===== config.mk =====
export PLATFORM = sky130hd
export DESIGN_NAME = irq_msg_agg
export DESIGN_NICKNAME = d
export VERILOG_FILES = /design/src/rtl/irq_msg_pkg.sv /design/src/rtl/irq_lvl_track.sv /design/src/rtl/irq_msg_regs.sv /design/src/rtl/irq_msg_credit.sv /design/src/rtl/irq_msg_queue.sv /design/src/rtl/irq_msg_agg.sv
export SDC_FILE = /design/constraint.sdc
export NUM_CORES = 1
export LEC_CHECK = 0
export ABC_AREA = 1
export ABC_CLOCK_PERIOD_IN_PS = 13300
export CAP_MARGIN = 40
export CORE_MARGIN = 4
export CORE_UTILIZATION = 55
export CTS_BUF_LIST = sky130_fd_sc_hd__clkbuf_4
export CTS_CLUSTER_DIAMETER = 60
export DETAILED_ROUTE_END_ITERATION = 10
export PLACE_DENSITY = 0.89
export SLEW_MARGIN = 20
export SYNTH_ARGS = -nofsm -noshare
export SYNTH_HDL_FRONTEND = slang
export SYNTH_HIERARCHICAL = 1
export SYNTH_SLANG_ARGS = --single-unit

===== constraint.sdc =====
create_clock -name clk -period 13.3 [get_ports clk]
set_input_delay 2.66 -clock clk [delete_from_list [all_inputs] [get_ports clk]]
set_output_delay 2.66 -clock clk [all_outputs]
set_load 0.01 [all_outputs]

===== src/rtl/irq_msg_pkg.sv =====
package irq_msg_pkg;

    localparam int RW = 32;
    localparam int OW = 12;

    localparam logic [OW-1:0] OFS_ADDR0 = 12'h004;
    localparam logic [OW-1:0] OFS_VIEW0 = 12'h00C;
    localparam logic [OW-1:0] OFS_ADDR1 = 12'h010;
    localparam logic [OW-1:0] OFS_VIEW1 = 12'h014;
    localparam logic [OW-1:0] OFS_ENA   = 12'h018;
    localparam logic [OW-1:0] OFS_PEND  = 12'h01C;
    localparam logic [OW-1:0] OFS_STEER = 12'h024;
    localparam logic [OW-1:0] OFS_LEVEL = 12'h028;

    localparam int LOW_BITS = 5;

    typedef struct packed {
        logic [RW-1:0] addr;
        logic [RW-1:0] data;
    } msg_t;

    typedef enum logic {
        CH_ZERO = 1'b0,
        CH_ONE  = 1'b1
    } chan_e;

    function automatic msg_t msg_from_reg(input logic [RW-1:0] r);
        msg_t m;
        m.addr = {r[RW-1:LOW_BITS], {LOW_BITS{1'b0}}};
        m.data = {{(RW-LOW_BITS){1'b0}}, r[LOW_BITS-1:0]};
        return m;
    endfunction

endpackage


===== src/rtl/irq_lvl_track.sv =====
module irq_lvl_track #(
    parameter int              NSRC     = 11,
    parameter logic [NSRC-1:0] SRC_USED = '1
) (
    input  logic            clk,
    input  logic            rst,
    input  logic [NSRC-1:0] irq_in,
    input  logic            clr_pend,
    output logic [NSRC-1:0] level,
    output logic [NSRC-1:0] pending,
    output logic [NSRC-1:0] rise
);

    logic [NSRC-1:0] live;

    always_comb begin
        live = irq_in & SRC_USED;
        rise = live & ~level;
    end

    always_ff @(posedge clk) begin
        if (rst) begin
            level   <= '0;
            pending <= '0;
        end else begin
            level   <= live;
            pending <= (clr_pend ? '0 : pending) | rise;
        end
    end

endmodule


===== src/rtl/irq_msg_regs.sv =====
module irq_msg_regs
    import irq_msg_pkg::*;
#(
    parameter int          NSRC     = 11,
    parameter logic [RW-1:0] ADDR_RST = '0
) (
    input  logic            clk,
    input  logic            rst,
    input  logic            reg_wr,
    input  logic            reg_rd,
    input  logic [OW-1:0]   reg_addr,
    input  logic [RW-1:0]   reg_wdata,
    input  logic [NSRC-1:0] level,
    input  logic [NSRC-1:0] pending,
    output logic [RW-1:0]   areg0,
    output logic [RW-1:0]   areg1,
    output logic [NSRC-1:0] ena,
    output logic [NSRC-1:0] steer,
    output logic            clr_pend,
    output logic [RW-1:0]   reg_rdata
);

    localparam int PADW = RW - NSRC;

    logic [NSRC-1:0] view0;
    logic [NSRC-1:0] view1;

    assign view0    = level & ena & ~steer;
    assign view1    = level & ena & steer;
    assign clr_pend = (reg_rd || reg_wr) && (reg_addr == OFS_PEND);

    always_ff @(posedge clk) begin
        if (rst) begin
            areg0 <= ADDR_RST;
            areg1 <= ADDR_RST;
            ena   <= '0;
            steer <= '0;
        end else if (reg_wr) begin
            case (reg_addr)
                OFS_ADDR0: areg0 <= reg_wdata;
                OFS_ADDR1: areg1 <= reg_wdata;
                OFS_ENA:   ena   <= reg_wdata[NSRC-1:0];
                OFS_STEER: steer <= reg_wdata[NSRC-1:0];
                default:   ;
            endcase
        end
    end

    always_comb begin
        case (reg_addr)
            OFS_ADDR0: reg_rdata = areg0;
            OFS_ADDR1: reg_rdata = areg1;
            OFS_VIEW0: reg_rdata = {{PADW{1'b0}}, view0};
            OFS_VIEW1: reg_rdata = {{PADW{1'b0}}, view1};
            OFS_ENA:   reg_rdata = {{PADW{1'b0}}, ena};
            OFS_PEND:  reg_rdata = {{PADW{1'b0}}, pending};
            OFS_STEER: reg_rdata = {{PADW{1'b0}}, steer};
            OFS_LEVEL: reg_rdata = {{PADW{1'b0}}, level};
            default:   reg_rdata = '0;
        endcase
    end

endmodule


===== src/rtl/irq_msg_credit.sv =====
module irq_msg_credit #(
    parameter int NSRC  = 11,
    parameter int CNT_W = 3
) (
    input  logic             clk,
    input  logic             rst,
    input  logic [NSRC-1:0]  hits,
    input  logic             take,
    output logic [CNT_W-1:0] cnt
);

    localparam int CMAX = (1 << CNT_W) - 1;

    logic [CNT_W-1:0] cnt_d;

    always_comb begin
        int nxt;
        nxt = int'(cnt) + $countones(hits) - (take ? 1 : 0);
        if (nxt > CMAX) nxt = CMAX;
        cnt_d = CNT_W'(nxt);
    end

    always_ff @(posedge clk) begin
        if (rst) cnt <= '0;
        else     cnt <= cnt_d;
    end

endmodule


===== src/rtl/irq_msg_queue.sv =====
module irq_msg_queue
    import irq_msg_pkg::*;
#(
    parameter int NSRC  = 11,
    parameter int CNT_W = 3
) (
    input  logic            clk,
    input  logic            rst,
    input  logic [NSRC-1:0] rise,
    input  logic [NSRC-1:0] ena,
    input  logic [NSRC-1:0] steer,
    input  logic [RW-1:0]   areg0,
    input  logic [RW-1:0]   areg1,
    input  logic            msg_ready,
    output logic            msg_valid,
    output logic [RW-1:0]   msg_addr,
    output logic [RW-1:0]   msg_data
);

    localparam int NCH = 2;

    logic [NCH-1:0]        take;
    logic [NCH-1:0]        owed;
    logic [NCH-1:0][CNT_W-1:0] cnt;
    chan_e                 last_ch;
    chan_e                 pick;
    logic                  load;
    msg_t                  out_q;

    for (genvar g = 0; g < NCH; g++) begin : g_chan
        logic [NSRC-1:0] hits;
        assign hits    = rise & ena & ((g == 1) ? steer : ~steer);
        assign owed[g] = (cnt[g] != '0);
        irq_msg_credit #(.NSRC(NSRC), .CNT_W(CNT_W)) credit_i (
            .clk  (clk),
            .rst  (rst),
            .hits (hits),
            .take (take[g]),
            .cnt  (cnt[g])
        );
    end

    always_comb begin
        load = (!msg_valid || msg_ready) && (owed != '0);
        if (owed[1] && (!owed[0] || last_ch == CH_ZERO)) pick = CH_ONE;
        else                                             pick = CH_ZERO;
        take[0] = load && (pick == CH_ZERO);
        take[1] = load && (pick == CH_ONE);
    end

    always_ff @(posedge clk) begin
        if (rst) begin
            msg_valid <= 1'b0;
            out_q     <= '0;
            last_ch   <= CH_ONE;
        end else if (load) begin
            msg_valid <= 1'b1;
            out_q     <= msg_from_reg((pick == CH_ONE) ? areg1 : areg0);
            last_ch   <= pick;
        end else if (msg_ready) begin
            msg_valid <= 1'b0;
        end
    end

    assign msg_addr = out_q.addr;
    assign msg_data = out_q.data;

endmodule


===== src/rtl/irq_msg_agg.sv =====
module irq_msg_agg
    import irq_msg_pkg::*;
#(
    parameter int              NSRC     = 11,
    parameter logic [NSRC-1:0] SRC_USED = 11'h5FF,
    parameter logic [31:0]     ADDR_RST = 32'hF000_0003,
    parameter int              CNT_W    = 3
) (
    input  logic            clk,
    input  logic            rst,
    input  logic [NSRC-1:0] irq_in,
    input  logic            reg_wr,
    input  logic            reg_rd,
    input  logic [11:0]     reg_addr,
    input  logic [31:0]     reg_wdata,
    output logic [31:0]     reg_rdata,
    output logic            msg_valid,
    input  logic            msg_ready,
    output logic [31:0]     msg_addr,
    output logic [31:0]     msg_data
);

    logic [NSRC-1:0] level_w;
    logic [NSRC-1:0] pend_w;
    logic [NSRC-1:0] rise_w;
    logic [NSRC-1:0] ena_w;
    logic [NSRC-1:0] steer_w;
    logic [RW-1:0]   areg0_w;
    logic [RW-1:0]   areg1_w;
    logic            clr_w;

    irq_lvl_track #(.NSRC(NSRC), .SRC_USED(SRC_USED)) track_i (
        .clk      (clk),
        .rst      (rst),
        .irq_in   (irq_in),
        .clr_pend (clr_w),
        .level    (level_w),
        .pending  (pend_w),
        .rise     (rise_w)
    );

    irq_msg_regs #(.NSRC(NSRC), .ADDR_RST(ADDR_RST)) regs_i (
        .clk       (clk),
        .rst       (rst),
        .reg_wr    (reg_wr),
        .reg_rd    (reg_rd),
        .reg_addr  (reg_addr),
        .reg_wdata (reg_wdata),
        .level     (level_w),
        .pending   (pend_w),
        .areg0     (areg0_w),
        .areg1     (areg1_w),
        .ena       (ena_w),
        .steer     (steer_w),
        .clr_pend  (clr_w),
        .reg_rdata (reg_rdata)
    );

    irq_msg_queue #(.NSRC(NSRC), .CNT_W(CNT_W)) queue_i (
        .clk       (clk),
        .rst       (rst),
        .rise      (rise_w),
        .ena       (ena_w),
        .steer     (steer_w),
        .areg0     (areg0_w),
        .areg1     (areg1_w),
        .msg_ready (msg_ready),
        .msg_valid (msg_valid),
        .msg_addr  (msg_addr),
        .msg_data  (msg_data)
    );

endmodule


After elaboration in Yosys (flattened, before gate mapping). Index checks and enable logic that the tools add are counted.

Word-level logic and storage cells: 87. Flip-flop bits (word level): 148. Output and inout bits: 97. Bits of input ports: 60.

Add/sub/neg operators: 24. Bitwise operators: 12. Reductions and logical operators: 18. Muxes and demuxes: 10. Eq/ne operators: 8. $lt $le $gt $ge: 2.

Operators by type and width (count): case mux 32 bit (8 select lines) (1); adder 32 x 3 -> 32 bit (4); AND 11 bit (7); adder 32 x 2 -> 32 bit (2); adder 4 x 32 -> 32 bit (2); greater-than comparator 32 x 4 -> 1 bit (second input constant) (2); subtractor 32 x 2 -> 32 bit (2); equality test 12 x 5 -> 1 bit (second input constant) (4); 2-to-1 mux 32 bit (1); equality test 12 x 6 -> 1 bit (second input constant) (2); NOT 11 bit (2); adder 1 x 1 -> 2 bit (10); equality test 12 x 3 -> 1 bit (second input constant) (1); equality test 12 x 4 -> 1 bit (second input constant) (1); 2-to-1 mux 11 bit (1); OR 11 bit (1); AND reduction 2 bit (4); adder 2 x 1 -> 3 bit (2); adder 2 x 2 -> 3 bit (2); 2-to-1 mux 3 bit (2); nonzero test 3 bit (2); logical AND 1 bit (5); 2-to-1 mux 1 bit (5); nonzero test 2 bit (2); other kinds (3) (7).

Logic depth before layout (Yosys ltp). Gate-level depths: netlist of run 1.

Depth in word-level cells: 12. Depth in mapped cells: 23. Mapped depth without buffers: 22.

Modules after synthesis. Netlist of run 1, hierarchy kept.

Modules (own cells, without submodules): irq_msg_regs (area each 4730.8 um^2, seq. area each 1721.7 um^2, times used 1, cells an instance 812); irq_msg_queue (area each 2233.4 um^2, seq. area each 680.7 um^2, times used 1, cells an instance 343); irq_msg_credit (area each 618.1 um^2, seq. area each 60.1 um^2, times used 2, cells an instance 77); irq_lvl_track (area each 767.0 um^2, seq. area each 400.4 um^2, times used 1, cells an instance 97).

Least setup slack after synthesis of run 1. OpenSTA, ideal clock, no wires.

Path kind: input port to output port. Start: in reg_addr[11]. End: out reg_rdata[15]. Stages on the path: 6. Path slack: 6.903 ns. Arrival: 3.737 ns. Path buffers: 1. Data required time: 10.640 ns. Cell sequence: nor2_1 nand2_1 nor2_2 nand2_1 clkbuf_1 o22ai_1.

Cells in the longest elaborated chain, start to end: 2. Elaborated cells on any way between the ends: 9. Those cells by class: eq/ne: 8; mux: 1.

Ends and longest elaborated chain: start: declaration (RTL line irq_msg_agg.sv:14) `input logic [11:0] reg_addr,`; equality test 12 x 6 -> 1 bit, or another cell as far along (RTL line irq_msg_regs.sv:50) `case (reg_addr)`; case mux 32 bit (8 select lines) * (RTL line irq_msg_regs.sv:50); end: declaration (RTL line irq_msg_agg.sv:16) `output logic [31:0] reg_rdata,`.

Every way passes the cells marked *; elsewhere a longest branch is shown, timed or not.

Worst setup path in the final report of run 1.
Start: in reg_addr[11]. End: out reg_rdata[1].

The elaborated chain is that of the path after synthesis.

==> metrics.md, run 1 <==
| Metric | Value |
|---|---|
| CTS tree | yes |
| Routed via count | 9080 |
| Io pins | approximately 160 |
| Final setup viols | 0 |
| Max Clk Rate | between 100 and 150 MHz |
| Core Box Area | ~0.016 mm² |
| CTS Hold Bufs | 0 |
| Largest delay share family, worst path | simple AND/OR/NAND/NOR gates |
| Starting Density | approximately 56% |
| Slew @ Worst Pin | about 790 ps |
| Die Width | about 140 µm |
| EDFF count, synth | 0 |
| Final hold violations | 0 |
| Sequential share of the synthesized area | between 30% and 40% |
| Count of input and output buffers | 123 |
| First-pass GRT wire length | ~40000 µm |
| Max Cap Viol | 0 |
| CP max-delay cell | nand2_2 |
| Antenna-violating nets left | 0 |
| RSZ-0062 raised after global routing | no |
| Critical path's most frequent cell | nand2_1 |
| Crit path DAT | 5760 ps |
| Reg power frac | 36.9% |
| Vias in the first global route | roughly 8.5k |
| H-Tree Level Count | 4 |
| Ys async rst share | 0% |
| Critical Path, Cell by Cell | clkdlybuf4s50_1, nor2_1, nand2_1, nor2_4, nand2_2, clkinv_2, nand2_1, nand2_1, inv_1, nand3_1, clkdlybuf4s50_1 |
| Synth Instances | around 1.4k |
| Total GRT Usage | 27.1% |
| Clk slew on worst S/H paths | around 120 ps |
| Largest area contributor in the netlist | dfxtp_1 |
| Ratio of cells with drive above 1 in the final layout | under 10% |
| Drt drc | 0 |
| Worst R2R Start | queue_i/g_chan[0].credit_i/cnt[1]$_SDFF_PP0_ |
| R2R Setup Slk | between 8000 and 9000 ps |
| Max IR drop VDD | between 80 and 90 µV |
| Pre-antenna DRT Iters | 6 |
| Worst-Skew Late Latency | 580 ps |
| Final instance area | between 0.01 and 0.015 mm² |
| Overflow after GRT | 0 |
| CP peak stage delay | between 600 and 700 ps |
| Outcome | finished, final reports clean |
| CP Class | in -> out |
| Synthesized area | 0.00897 mm² |
| Count leader, synth | nand2_1 |
| Slew headroom | a little under half |
| Cell Area, Placed | between 0.01 and 0.015 mm² |
| Cell Pwr Density | around 120 mW/mm² |
| Synth warnings | 6 |
| Final clock skew | approximately 18 ps |
| Synth top area cells | dfxtp_1 (33%), nand2_1 (18%), inv_1 (9.2%) |
| Clock power frac | a little over a quarter |
| Die Y | between 100 and 150 µm |
| Psw | just under 0.0005 W |
| Setup TNS | 0 ps |
| Clk sinks | between 100 and 150 |
| GPL Wtd Cong | between 0.9 and 1 |
| Slew Viols, Final | 0 |
| Post-DP HPWL | 17200 µm |
| Final worst path period need | ~8400 ps |
| Cts bufs inserted | 17 |
| Row cnt | 46 |
| Hold path depth | 2 |
| Period utilization | approximately 63% |
| Largest net degree at the start of global routing | 60 |
| Internal | 0.000796 W |
| Wire per inst | ~15 µm |
| Synth Flop Type | dfxtp_1 |
| Post-synth top cells | nand2_1 (420), inv_1 (220), nor2_1 (203) |
| Synth unique cells | 29 |
| Sw Ratio | between 30% and 40% |
| Antenna violations before repair | 1 |
| Critical path buffer and inverter count | 4 |
| CP Data Required Time | 10640 ps |
| Syn Area/Cell | about 6.4 µm² |
| Critical Path Start Type | primary input |
| Hold WC Path Type | reg -> reg |
| Vias per cell | approximately 5.3 |
| R2R depth | 20 |
| Root Driver | clkbuf_4 |
| P&R area growth vs syn | 17.0% |
| Max clock buf depth | 2 |
| Hold path startpoint | queue_i/msg_addr[19]$_SDFFE_PP0P_ |
| Total Wirelength | 25100 µm |
| Post-synth top area share | roughly 33% |
| RR Endpoint | queue_i/g_chan[1].credit_i/cnt[2]$_SDFF_PP0_ |
| Post-CTS Setup Bufs | 0 |
| Flops & latches, synth | approximately 150 |
| Dpl cells | 1690 |
| CP max FO | 26 |
| Logic pwr share | between 30% and 40% |
| WHS Endpoint | queue_i/msg_addr[19]$_SDFFE_PP0P_ |
| Layout Nets | roughly 1.6k |
| # resized after CTS | 0 |
| Die area | about 0.018 mm² |
| Violation count after the first detailed-route iteration | 1039 |
| Leak | between 5 and 6 nW |
| Fin cells | about 1.7k |
| Worst setup EP type | primary output |
sequential cells by signal, indices dropped and copies added (netlist names):
signal / cells
queue_i/g_chan.credit_i/cnt: 6
queue_i/msg_valid: 1
regs_i/ena: 11
queue_i/last_ch: 1
track_i/level: 10
regs_i/steer: 11
queue_i/msg_data: 5
regs_i/areg1: 32
queue_i/msg_addr: 27
track_i/pending: 10
regs_i/areg0: 32
area by class of cell:
type / instances / area [µm²]
clock inverter: 14 / 210
multi-input combinational: 965 / 4710
antenna: 1 / 2.50
tap: 216 / 270
fill: 1365 / 5450
timing repair buffer: 137 / 1380
inverter: 227 / 860
clock buffer: 18 / 135
sequential: 146 / 2920
cells by family after synthesis:
group           after synthesis  share of synthesized area (%)
compound gates               92                           7.20
xor+xnor                      2                          0.195
fa+ha+maj                    42                           7.20
buf+inv                     328                           16.4
flops                       146                           32.6
other cells                   2                         0.0837
simple gates                794                           36.4
how the worst max path moves through the flow:
| stage | start | endpoint | slack, ps | cells past startpoint |
|---|---|---|---|---|
| finish | reg_addr[11] | reg_rdata[1] | 4880 | 11 |
| global route | reg_addr[11] | reg_rdata[1] | 4670 | 11 |
| CTS | reg_addr[11] | reg_rdata[1] | 4950 | 11 |
| detailed placement | reg_addr[11] | reg_rdata[1] | 4970 | 11 |
| global placement | reg_addr[4] | reg_rdata[3] | 4740 | 8 |
| floorplan | reg_addr[11] | reg_rdata[15] | 6900 | 6 |
cells in the final DEF (no fill, tap or decap), types with 4 or more instances in the layout:
cell type | Yosys | final
a21oi_1 | 15 | 15
a21oi_2 | 39 | 39
buf_4 | 36 | 9
bufinv_16 | 0 | 5
clkbuf_4 | 0 | 18
clkdlybuf4s50_1 | 0 | 122
clkinv_2 | 2 | 4
conb_1 | 2 | 35
dfxtp_1 | 146 | 146
fa_1 | 16 | 16
ha_1 | 26 | 26
inv_1 | 220 | 219
inv_2 | 4 | 5
nand2_1 | 420 | 420
nand2_2 | 8 | 8
nand3_1 | 144 | 143
nand4_1 | 8 | 8
nor2_1 | 203 | 200
nor2_2 | 4 | 7
o21ai_0 | 18 | 17
o22ai_1 | 17 | 17
metal layers:
layer / GRT usage, % / wire, µm
met1: 33.5 / 9700
met4: 15.3 / 1160
met5: 0 / 0
met2: 43.7 / 11900
met3: 5.79 / 2340
power by group through the flow:
| stage | Sequential (W) | Combinational (W) | Clock [W] |
|---|---|---|---|
| finish | 0.000474 | 0.000474 | 0.000336 |
| detailed placement | 0.000484 | 0.000471 | 0 |
| floorplan | 0.000486 | 0.000354 | 0 |
| CTS | 0.000474 | 0.000473 | 0.000341 |
| global placement | 0.000483 | 0.000447 | 0 |
| global route | 0.000478 | 0.000538 | 0.000354 |
worst min-delay path, stage by stage (launching register included):
cell	delay (ps)
dfxtp_1	330
nand2_1	60
a21oi_1	60
through the flow:
stage | setup slack (ps) | hold WS, ps | total power [W] | util (%)
5_1_grt | 4670 | 508 | 0.00137 | 65.8
4_1_cts | 4950 | 478 | 0.00129 | 65.7
3_3_place_gp | 4740 | 456 | 0.000930 | 62.9
2_1_floorplan | 6900 | 452 | 0.000839 | -
6_report | 4880 | 480 | 0.00128 | 65.8
3_5_place_dp | 4970 | 459 | 0.000954 | 63.5
No activity file was read; power rests on OpenSTA's default activity.
==> inputs of run 2 (changes only) <==
--- a/config.mk
+++ b/config.mk
@@ -6,14 +6,14 @@
 export NUM_CORES = 1
 export LEC_CHECK = 0
 export ABC_AREA = 1
-export ABC_CLOCK_PERIOD_IN_PS = 13300
+export ABC_CLOCK_PERIOD_IN_PS = 6700
 export CAP_MARGIN = 40
 export CORE_MARGIN = 4
-export CORE_UTILIZATION = 55
+export CORE_UTILIZATION = 50
 export CTS_BUF_LIST = sky130_fd_sc_hd__clkbuf_4
 export CTS_CLUSTER_DIAMETER = 60
 export DETAILED_ROUTE_END_ITERATION = 10
-export PLACE_DENSITY = 0.89
+export PLACE_DENSITY = 0.85
 export SLEW_MARGIN = 20
 export SYNTH_ARGS = -nofsm -noshare
 export SYNTH_HDL_FRONTEND = slang
==> constraint.sdc (replaced) <==
create_clock -name clk -period 6.7 [get_ports clk]
set_input_delay 1.34 -clock clk [delete_from_list [all_inputs] [get_ports clk]]
set_output_delay 1.34 -clock clk [all_outputs]
set_load 0.01 [all_outputs]
==> run 2 against run 1 <==
Utilization down 6.3 points. First-iteration DRC count fell by 16%. Worst setup slack worse by 3700 ps. Critical path depth down 4. Combinational power rose by 96%. Power rose by 87%. Via count down 4.1%. Register-to-register slack lost 5800 ps. Clock power grew 60%. Die area is 9.4% higher. Non-clock buffer count up 1. Worst hold slack got worse by 3.8 ps. Critical path type unchanged. Largest cell class unchanged. Highest routed layer unchanged.
==> metrics.md, run 2 (synthesis gave the netlist of run 1 again) <==
| Metric | Value |
|---|---|
| Pre-antenna DRT Iters | 5 |
| DP Worst Slack | roughly 1200 ps |
| Critical Path Start Type | primary input |
| Violation count after the first detailed-route iteration | ~870 |
| Post-CTS Setup Bufs | 0 |
| Die Width | ~140 µm |
| Critical Path, Cell by Cell | clkdlybuf4s50_1, inv_2, nand2_1, nor2_2, nand2_1, o22ai_1, clkdlybuf4s50_1 |
| Slew headroom | just under 50% |
| Setup TNS | 0 ps |
| Crit path DAT | 4140 ps |
| Vias in the first global route | between 8k and 9k |
| Cell Pwr Density | approximately 230 mW/mm² |
| Antenna violations before repair | 1 |
| Period utilization | 81.8% |
| Largest delay share family, worst path | simple AND/OR/NAND/NOR gates |
| Largest net degree at the start of global routing | 60 |
| Slew @ Worst Pin | between 700 and 800 ps |
| Vias per cell | roughly 5.0 |
| Final core utilization | between 50% and 60% |
| Max Cap Viol | 0 |
| Slew Viols, Final | 0 |
| Die Y | approximately 140 µm |
| Fin cells | 1732 |
| Final hold violations | 0 |
| Final clock skew | roughly 17 ps |
| Dpl cells | roughly 1.7k |
| CP Data Required Time | 5360 ps |
| Count of input and output buffers | 123 |
| Filler cell count | approximately 1.7k |
| Routed via count | slightly below 9k |
| Hold_ws | roughly 480 ps |
| Wire per inst | approximately 14 µm |
| Io pins | 157 |
| H-Tree Level Count | 4 |
| Overflow after GRT | 0 |
| Max clock buf depth | 2 |
| Clk sinks | between 100 and 150 |
| Final setup viols | 0 |
| Commonest cells after routing, fill and taps aside | nand2_1 (420), inv_1 (219), nor2_1 (202) |
| Antenna-violating nets left | 0 |
| Worst setup EP type | primary output |
| First-pass GRT wire length | roughly 40000 µm |
| CP Class | in -> out |
| Hold WC Path Type | reg -> reg |
| Outcome | finished, final reports clean |
| GPL Wtd Cong | between 0.9 and 1 |
| Total Wirelength | 24400 µm |
| CP peak stage delay | 610 ps |
| Total GRT Usage | 24.2% |
| Post-DP HPWL | ~17000 µm |
| Max IR drop VDD | 145 µV |
| Die area | ~0.02 mm² |
| Core Box Area | roughly 0.017 mm² |
| Root Driver | clkbuf_4 |
| CTS tree | yes |
| Cts bufs inserted | 17 |
| Starting Density | between 50% and 60% |
| Layout Nets | around 1.6k |
| Leak | between 5 and 6 nW |
| Worst-Skew Late Latency | around 560 ps |
| Setup WS post-layout | about 1200 ps |
| CP max-delay cell | nand2_1 |
| Clk slew on worst S/H paths | approximately 130 ps |
| CTS Hold Bufs | 0 |
| Max Clk Rate | around 180 MHz |
| Ratio of cells with drive above 1 in the final layout | under 10% |
| Final worst path period need | approximately 5500 ps |
| RSZ-0062 raised after global routing | no |
| Row cnt | 48 |
| CP max FO | 17 |
| P&R area growth vs syn | 15.7% |
| Most common cell after layout, fill and taps aside | nand2_1 |
| # resized after CTS | 0 |
| Drt drc | 0 |
| Critical path buffer and inverter count | 3 |
==> run 2: changes by cell type in the layout (fill, tap and decap cells not counted), sizes merged <==
cell / delta
bufinv: -3
clkinv: -2
clkinvlp: +2
buf: +1
diode: +1
==> run 2: final timing paths <==
path / depth (start not counted) / end / slack, ps / start
hold reg to reg: 2 / queue_i/msg_addr[16]$_SDFFE_PP0P_ / 480 / queue_i/msg_addr[16]$_SDFFE_PP0P_
setup reg to reg: 20 / queue_i/g_chan[1].credit_i/cnt[1]$_SDFF_PP0_ / 2310 / queue_i/g_chan[0].credit_i/cnt[1]$_SDFF_PP0_
hold / removal: 2 / queue_i/msg_addr[16]$_SDFFE_PP0P_ / 480 / queue_i/msg_addr[16]$_SDFFE_PP0P_
setup / recovery: 7 / reg_rdata[12] / 1220 / reg_addr[3]
==> run 2: stage by stage <==
step	area (µm²)	total power (W)
2_1_floorplan	9090	0.00167
3_3_place_gp	10100	0.00186
3_5_place_dp	10100	0.00189
4_1_cts	10400	0.00242
5_1_grt	10400	0.00259
6_report	10400	0.00241
==> run 2: area by class of cell <==
class	instances	area, µm²	area share [%]
Inverter	227	860	8.29
Tap cell	225	282	2.71
Timing Repair Buffer	138	1340	12.9
Antenna cell	2	5.00	0.0483
Sequential cell	146	2920	28.2
Clock inverter	11	116	1.12
Clock buffer	18	135	1.30
Multi-Input combinational cell	965	4710	45.4
==> run 2: worst min-delay path: cells and delay by family, from the launching register on <==
family,cells,cell delay (ps)
AOI/OAI and AO/OA,1,50
DFF,1,330
and+or+nand+nor,1,60
==> run 2: power breakdown <==
group	internal [W]	leakage, nW	switching (W)
combinational	0.000325	3.88	0.000605
sequential	0.000915	1.19	0.0000247
clock	0.000216	0.129	0.000320
==> run 2: metal layers <==
metal	vias to the layer above	GRT usage [%]	wire length, µm
met5	-	0	0
met1	3900	30.9	10000
met4	0	9.04	585
met2	394	40.4	11700
li1	4359	-	-
met3	51	4.92	2120
